File: config.mk
export PLATFORM = sky130hd
export DESIGN_NAME = led_flow_seq
export DESIGN_NICKNAME = d
export VERILOG_FILES = /design/src/rtl/led_flow_pkg.sv /design/src/rtl/lf_prescaler.sv /design/src/rtl/lf_tap_edge.sv /design/src/rtl/lf_johnson_ring.sv /design/src/rtl/lf_mirror_out.sv /design/src/rtl/led_flow_seq.sv
export SDC_FILE = /design/constraint.sdc
export NUM_CORES = 1
export LEC_CHECK = 0
export ABC_CLOCK_PERIOD_IN_PS = 4700
export CORE_ASPECT_RATIO = 1.25
export CORE_MARGIN = 2
export CORE_UTILIZATION = 60
export CTS_CLUSTER_DIAMETER = 40
export DETAILED_ROUTE_END_ITERATION = 6
export DONT_BUFFER_PORTS = 1
export PLACE_DENSITY = 0.79
export SYNTH_ARGS = -nofsm -noshare
export SYNTH_HDL_FRONTEND = slang
export SYNTH_SLANG_ARGS = --single-unit
export TNS_END_PERCENT = 10
File: constraint.sdc
create_clock -name clk -period 4.7 [get_ports clk]
set_clock_uncertainty 0.1 [all_clocks]
set_input_delay 0.94 -clock clk [delete_from_list [all_inputs] [get_ports clk]]
set_output_delay 0.94 -clock clk [all_outputs]
set_load 0.05 [all_outputs]
File: src/rtl/led_flow_pkg.sv
package led_flow_pkg;
  // Default sizes: 16-bit counters, tap in the middle of the upper counter.
  localparam int DEF_LO_W   = 16;
  localparam int DEF_HI_W   = 16;
  localparam int DEF_TAP    = 7;
  localparam int DEF_STAGES = 4;

  // Number of distinct states a twisted ring of n stages passes through.
  function automatic int ring_lap_len(input int n);
    return 2 * n;
  endfunction
endpackage

File: src/rtl/lf_prescaler.sv
module lf_prescaler #(
  parameter int LO_W = 16,
  parameter int HI_W = 16,
  parameter int TAP  = 7
) (
  input  logic clk,
  input  logic clr,
  output logic tap_o
);
  logic [LO_W-1:0] lo_cnt;
  logic [HI_W-1:0] hi_cnt;
  logic            lo_wrap;

  assign lo_wrap = (lo_cnt == {LO_W{1'b1}});

  // Lower stage: count enable tied active, free running.
  always_ff @(posedge clk) begin
    if (clr) lo_cnt <= '0;
    else     lo_cnt <= lo_cnt + 1'b1;
  end

  // Upper stage advances once per full cycle of the lower stage's top bit.
  always_ff @(posedge clk) begin
    if (clr)          hi_cnt <= '0;
    else if (lo_wrap) hi_cnt <= hi_cnt + 1'b1;
  end

  assign tap_o = hi_cnt[TAP];

  // lower counter steps by one each clock
  a_r2_lo_increments: assert property (@(posedge clk) disable iff (clr)
    1'b1 |=> (lo_cnt == $past(lo_cnt) + 1'b1));
  // upper counter holds unless the lower one wrapped
  a_r2_hi_holds: assert property (@(posedge clk) disable iff (clr)
    (lo_cnt != {LO_W{1'b1}}) |=> $stable(hi_cnt));
endmodule

File: src/rtl/lf_tap_edge.sv
module lf_tap_edge (
  input  logic clk,
  input  logic clr,
  input  logic tap_i,
  output logic step_o
);
  logic tap_q;

  always_ff @(posedge clk) begin
    if (clr) tap_q <= 1'b0;
    else     tap_q <= tap_i;
  end

  assign step_o = tap_i & ~tap_q;

  // step is a single-cycle pulse
  a_r3_single_pulse: assert property (@(posedge clk) disable iff (clr)
    step_o |=> !step_o);
endmodule

File: src/rtl/lf_johnson_ring.sv
module lf_johnson_ring #(
  parameter int STAGES = 4
) (
  input  logic              clk,
  input  logic              clr,
  input  logic              step,
  output logic [STAGES-1:0] ring_o
);
  logic [STAGES-1:0] ring_q;

  always_ff @(posedge clk) begin
    if (clr)       ring_q <= '0;
    else if (step) ring_q <= {ring_q[STAGES-2:0], ~ring_q[STAGES-1]};
  end

  assign ring_o = ring_q;

  // no movement without a step pulse
  a_r3_ring_holds: assert property (@(posedge clk) disable iff (clr)
    !step |=> $stable(ring_q));
  // inverted feedback into stage 0
  a_r6_feedback: assert property (@(posedge clk) disable iff (clr)
    step |=> (ring_q[0] == !$past(ring_q[STAGES-1])));
  // remaining stages shift up by one
  a_r6_shift: assert property (@(posedge clk) disable iff (clr)
    step |=> (ring_q[STAGES-1:1] == $past(ring_q[STAGES-2:0])));
endmodule

File: src/rtl/lf_mirror_out.sv
module lf_mirror_out #(
  parameter int STAGES = 4,
  localparam int LED_W = 2 * STAGES
) (
  input  logic              clk,
  input  logic              clr,
  input  logic [STAGES-1:0] ring_i,
  output logic [LED_W-1:0]  led_o
);
  logic [LED_W-1:0] led_d;

  for (genvar k = 0; k < STAGES; k++) begin : g_pair
    assign led_d[k]           = ring_i[k];
    assign led_d[LED_W-1-k]   = ring_i[k];
  end

  always_ff @(posedge clk) begin
    if (clr) led_o <= '0;
    else     led_o <= led_d;
  end

  // output follows the ring one clock later (low half)
  a_r8_registered: assert property (@(posedge clk) disable iff (clr)
    1'b1 |=> (led_o[STAGES-1:0] == $past(ring_i)));
endmodule

File: src/rtl/led_flow_seq.sv
module led_flow_seq
  import led_flow_pkg::*;
#(
  parameter int LO_W   = DEF_LO_W,
  parameter int HI_W   = DEF_HI_W,
  parameter int TAP    = DEF_TAP,
  parameter int STAGES = DEF_STAGES,
  localparam int LED_W = 2 * STAGES
) (
  input  logic             clk,
  input  logic             rst_n,
  output logic [LED_W-1:0] led
);
  logic              clr;
  logic              tap;
  logic              step;
  logic [STAGES-1:0] ring;

  assign clr = ~rst_n;

  lf_prescaler #(.LO_W(LO_W), .HI_W(HI_W), .TAP(TAP)) u_presc (
    .clk(clk), .clr(clr), .tap_o(tap));

  lf_tap_edge u_edge (
    .clk(clk), .clr(clr), .tap_i(tap), .step_o(step));

  lf_johnson_ring #(.STAGES(STAGES)) u_ring (
    .clk(clk), .clr(clr), .step(step), .ring_o(ring));

  lf_mirror_out #(.STAGES(STAGES)) u_out (
    .clk(clk), .clr(clr), .ring_i(ring), .led_o(led));

  // reset sampled low blanks the LEDs
  a_r1_reset_blank: assert property (@(posedge clk)
    clr |=> (led == '0));
  // symmetric pairs, checked one cycle after reset has left
  a_r7_mirror: assert property (@(posedge clk) disable iff (clr)
    1'b1 |=> (led[STAGES-1:0] == {<<{led[LED_W-1:STAGES]}}));
endmodule

==> results_dict.tcl, run 1 <==
set metrics [dict create \
    io_buffer_count 0 \
    timing.setup.tns_ns 0 \
    status "finished clean" \
    crit_type "reg2out" \
    worstSetupStartpointType "flip-flop" \
    boundaryPins 10 \
    grt_setup_unrepaired "false" \
    regArea_um2 660.6 \
    worst_slew_pin_slew_ns 0.9457 \
    ys_seq_elements 33 \
    dr.pass1.iters 4 \
    root_buffer "clkbuf_4" \
    hpwl_um 1559 \
    synth.distinct_cells 26 \
    ys_seq_area_share_pct 48.62 \
    routed-wl-met2_um 1215 \
    dieArea_um2 2664 \
    dpl_worst_slack_ns 2.473 \
    overflow 0 \
    htree_levels 2 \
    core.rowCount 19 \
    finish.instance_area_um2 1419 \
    crit_arrival_ns 1.29 \
    clk_path_buf_depth 2 \
    powerDensity_nw_per_um2 329.5 \
    met3_wirelength_um 72 \
    hold_path.class "reg2reg" \
    clock_sinks 33 \
    grt_usage_pct 21.68 \
    finalSetupViolCount 0 \
    ys_warn_count 0 \
    drive_above_1_share_pct 6.757 \
    grt_max_degree 27 \
    max_slew_margin_pct 36.87 \
    numCtsBuffers 5 \
    wl_per_cell_um 12.73 \
    end_kind "output port" \
    fp.dieH_um 57.21 \
    whs_ns 0.3674 \
    post-route-min-period_ns 2.327 \
    cts_hold_buf 0 \
    leakage_nw 0.5202 \
    setup_slack_ns 2.373 \
    cts.repair.resized 0 \
    drt-total-wl_um 2278 \
    initial_utilization_pct 62.81 \
    crit_required_ns 3.66 \
    drt-initial-drc-count 19 \
    period_share_pct 49.50 \
    nFillCells 185 \
    netlist_area_um2 1359 \
    post_dp_cell_area_um2 1349 \
    worstSkewPairLatency_ns 0.33 \
    route.detailed.drc 0 \
    vias 999 \
    ant_nets 0 \
    die-width_um 46.57 \
    clk_pin_slew_worst_paths_ns 0.10 \
    syn-instance-count 148 \
    grt_pass1_vias 921 \
    cp_max_fo 2 \
    drt-vias-per-instance 5.581 \
    grt_pass1_wl_um 4002 \
    antenna_found_initial 0 \
    synthesis.nets 152 \
    antenna_cells 0 \
    hold_violations 0 \
    gp_congestion 0.8352 \
    multi_input_comb_area_um2 638.1 \
    post-cts-setup-buffers 0 \
    fmax_ghz 0.4298 \
    fp.coreArea_um2 2163 \
    area_delta_synth_final_pct 4.420 \
    wl_met1_um 972 \
    syn_area_per_cell_um2 9.181 \
    nNetsFinal 151 \
    top_layer "met4" \
    ir_worst_vdd_v 0.0002711 \
    cts_tree "done" \
    drv_cap 0 \
    drv_slew 0 \
]
[power by group]
part	switching, mW	internal, mW	total (mW)
sequential	0.00216	0.282	0.284
combinational	0.00476	0.00212	0.00688
clock	0.0902	0.0866	0.177
total	0.0971	0.370	0.467
[layout by cell type, fill, tap and decap left out, drive strengths merged, types with 4 or more instances in the layout]
master,Yosys,routed
xnor2,8,8
nand4,8,8
xor2,6,6
clkbuf,2,7
nor2,22,22
a21oi,7,7
nand2,9,9
or3,4,4
nand3,6,6
mux2i,5,5
dfxtp,33,33
and2,8,8
o21ai,4,4
[synth_stat cells]
library cell  number  share of area (%)
a21oi_1            7                2.6
and2_1             8                3.7
and4_1             3                1.9
buf_1              1               0.28
buf_4              5                2.8
clkbuf_1           2               0.55
clkinv_1           1               0.28
dfxtp_1           33                 49
ha_1               2                1.8
inv_1              2               0.55
mux2i_1            5                3.7
nand2_1            9                2.5
nand2b_1           2               0.92
nand3_1            6                2.2
nand4_1            7                3.2
nand4_2            1               0.92
nor2_1            22                6.1
nor3_1             3                1.1
nor4_1             2               0.92
o21ai_0            4                1.5
o31ai_1            2                1.1
or3_1              4                1.8
or4_1              2                1.1
or4_4              1               0.83
xnor2_1            8                5.2
xor2_1             6                3.9
[kinds of logic after synthesis]
logic type      count (synthesis)  share of synthesized area [%]
simple gates                   70                          27.25
flops                          33                          48.62
xor+xnor                       14                          9.024
compound gates                 13                          5.156
buf+inv                        11                          4.420
mux                             5                          3.683
fa+ha+maj                       2                          1.841
[metal layers]
layer	GRT usage, %	up-vias
li1	-	506
met1	23.23	474
met2	34.92	17
met3	9.494	2
met4	11.02	0
met5	0	-
[final timing paths]
| check | endpoint | cells after the start | from | slack [ns] |
|---|---|---|---|---|
| worst max-delay path | led[0] | 0 | u_out.led_o[0]$_SDFF_PN0_ | 2.37 |
| worst min-delay path | u_presc.lo_cnt[0]$_SDFF_PN0_ | 1 | u_presc.lo_cnt[0]$_SDFF_PN0_ | 0.37 |
| worst max register to register | u_presc.hi_cnt[7]$_SDFFE_PN0N_ | 5 | u_presc.lo_cnt[0]$_SDFF_PN0_ | 2.44 |
| worst min register to register | u_presc.lo_cnt[0]$_SDFF_PN0_ | 1 | u_presc.lo_cnt[0]$_SDFF_PN0_ | 0.37 |
[metrics by stage]
step                      power (mW)  cells  utilization (%)
final                         0.4675    179            65.59
after global routing          0.4888    179            65.59
after CTS                     0.4735    179            65.59
after detailed placement      0.2972    171            62.35
after global placement        0.2968    171            62.35
after floorplan               0.2958    148                -
[state kept, by name, summed over array words and instances, names as in the netlist]
register,flops
u_presc.lo_cnt,16
u_presc.hi_cnt,8
u_out.led_o,4
u_ring.ring_o,4
u_edge.tap_q,1
[final cells by class]
| type | count | area share (%) |
|---|---|---|
| Multi-Input combinational cell | 104 | 44.97 |
| Inverter | 3 | 0.7937 |
| Tap cell | 31 | 2.734 |
| Sequential cell | 33 | 46.56 |
| Clock buffer | 7 | 4.586 |
| Clock inverter | 1 | 0.3527 |
Note: power is estimated with default switching activity, not from simulation.
==> run 2: changes to the inputs <==
Settings changed: ABC_CLOCK_PERIOD_IN_PS 4700 to 2100, CORE_UTILIZATION 60 to 54, PLACE_DENSITY 0.79 to 0.75.
Clock period 4.7 ns to 2.1 ns, I/O delays scaled along.
==> run 2 against run 1 <==
  * Utilization is 2.5 points lower
  * Critical endpoint is now u_presc.hi_cnt[3]$_SDFFE_PN0N_
  * Sequential power is 120% higher
  * Final area is 6.9% higher
  * Critical path depth is 6 higher
==> results_dict.tcl, run 2 (synthesis results as in run 1) <==
set metrics [dict create \
    antenna_found_initial 0 \
    route.detailed.drc 0 \
    top_layer "met4" \
    largestRegisters "u_presc.lo_cnt x16, u_presc.hi_cnt x8" \
    wl_per_cell_um 12.87 \
    max_slew_margin_pct 77.83 \
    core.rowCount 20 \
    crit_type "reg2reg" \
    fp.dieH_um 60.09 \
    clk_path_buf_depth 2 \
    ir_worst_vdd_v 0.0003776 \
    grt_pass1_wl_um 4512 \
    worstSkewPairLatency_ns 0.33 \
    drt-total-wl_um 2497 \
    layout_commonest_cell "dfxtp_1" \
    worstSetupStartpointType "flip-flop" \
    drv_slew 0 \
    clock_sinks 33 \
    boundaryPins 10 \
    hpwl_um 1818 \
    finalSetupViolCount 0 \
    worst_slew_pin_slew_ns 0.3296 \
    critical_path.reg2reg.startpoint "u_presc.lo_cnt[1]$_SDFF_PN0_" \
    setup_slack_ns 0.1267 \
    dr.pass1.iters 4 \
    whs_ns 0.1091 \
    overflow 0 \
    htree_levels 2 \
    p_sw_uw 216.9 \
    hold_violations 0 \
    power.internal_uw 799.2 \
    powerDensity_nw_per_um2 670.1 \
    io_buffer_count 0 \
    post-route-min-period_ns 1.973 \
    grt_usage_pct 20.50 \
    grt_pass1_vias 1067 \
    leakage_nw 0.5798 \
    cts_tree "done" \
    layout_common_cells "dfxtp_1 (31), nor2_1 (22), buf_4 (14), nand2_1 (9)" \
    ant_nets 0 \
    fmax_ghz 0.5068 \
    hold_start "rst_n" \
    grt_setup_unrepaired "false" \
    wl_met1_um 1049 \
    status "finished clean" \
    seqPwrFrac_pct 62.4 \
    period_share_pct 93.97 \
    hold_path.class "in2reg" \
    crit_required_ns 2.26 \
    regMostFlops "u_presc.lo_cnt" \
    end_kind "flip-flop" \
    crit_arrival_ns 2.14 \
    area_delta_synth_final_pct 11.60 \
    clock_power_share_pct 35.1 \
    min_to "u_out.led_o[5]$_SDFF_PN0_" \
    fp.coreArea_um2 2402 \
    cts_hold_buf 0 \
    regToRegEndpoint "u_presc.hi_cnt[3]$_SDFFE_PN0N_" \
    cp_max_fo 9 \
    timing.setup.tns_ns 0 \
    drt-vias-per-instance 5.345 \
    drv_cap 0 \
    drive_above_1_share_pct 15.53 \
    vias 1037 \
    drt-initial-drc-count 24 \
    die-width_um 48.87 \
    clk_pin_slew_worst_paths_ns 0.09 \
    largest_reg_flops 16 \
    met3_wirelength_um 128 \
    numCtsBuffers 5 \
    routed-wl-met2_um 1273 \
    combPwrFrac_pct 2.5 \
    grt_max_degree 19 \
    dieArea_um2 2936 \
    root_buffer "clkbuf_4" \
    swShare_pct 21.35 \
    dpl_worst_slack_ns 0.0003952 \
    nNetsFinal 165 \
    antenna_cells 0 \
    gp_congestion 0.7707 \
    r2r_setup_slack_ns 0.13 \
    holdPathStages 1 \
    rr_worst_depth 6 \
    initial_utilization_pct 56.56 \
]
==> run 2: per-layer routing <==
| layer | vias up | track usage [%] |
|---|---|---|
| met1 | 485 | 21.58 |
| met3 | 5 | 7.500 |
| met2 | 17 | 36.01 |
| met4 | 0 | 11.02 |
| li1 | 530 | - |
| met5 | - | 0 |
==> run 2: area by class of cell <==
class	count	area (um2)
Clock buffer	7	55.05
Multi-Input combinational cell	104	640.6
Timing Repair Buffer	14	105.1
Fill cell	223	885.9
Inverter	3	11.26
Sequential cell	33	663.1
Tap cell	33	41.29
==> run 2: power groups by stage <==
stage          logic, mW  clock network, mW  registers [mW]
5_1_grt           0.0280              0.390           0.635
6_report          0.0251              0.357           0.634
3_3_place_gp      0.0233                  0           0.647
3_5_place_dp      0.0249                  0           0.648
4_1_cts           0.0252              0.365           0.634
2_1_floorplan     0.0133                  0           0.649
==> run 2: how the worst max path moves through the flow <==
| stage | end | startpoint |
|---|---|---|
| final | u_presc.hi_cnt[3]$_SDFFE_PN0N_ | u_presc.lo_cnt[1]$_SDFF_PN0_ |
| after global routing | u_presc.hi_cnt[7]$_SDFFE_PN0N_ | u_presc.lo_cnt[10]$_SDFF_PN0_ |
| after CTS | u_presc.hi_cnt[3]$_SDFFE_PN0N_ | u_presc.lo_cnt[1]$_SDFF_PN0_ |
| after detailed placement | u_presc.hi_cnt[3]$_SDFFE_PN0N_ | u_presc.lo_cnt[1]$_SDFF_PN0_ |
| after global placement | u_presc.hi_cnt[7]$_SDFFE_PN0N_ | u_presc.lo_cnt[1]$_SDFF_PN0_ |
| after floorplan | u_presc.hi_cnt[6]$_SDFFE_PN0N_ | u_presc.lo_cnt[0]$_SDFF_PN0_ |
==> run 2: metrics by stage <==
step | util (%) | cells | power, mW | instance area [um2]
finish | 63.13 | 194 | 1.016 | 1516
global route | 63.13 | 194 | 1.053 | 1516
CTS | 63.13 | 194 | 1.025 | 1516
detailed placement | 60.62 | 187 | 0.6732 | 1456
global placement | 60.62 | 187 | 0.6706 | 1456
floorplan | - | 148 | 0.6620 | 1359
==> run 2: worst max-delay path: stages (launching register included) <==
cell     delay (ns)
dfxtp_2        0.35
ha_2           0.18
nand4_1        0.13
or4_4          0.46
buf_4          0.18
or3_1          0.35
a21oi_1        0.15
==> run 2: repair_timing <==
item / in CTS / in global routing
endpoints found under the setup margin: 5 / 6
setup buffers: 0 / 0
gates resized for setup: 3 / 0
pin swaps: 0 / 1
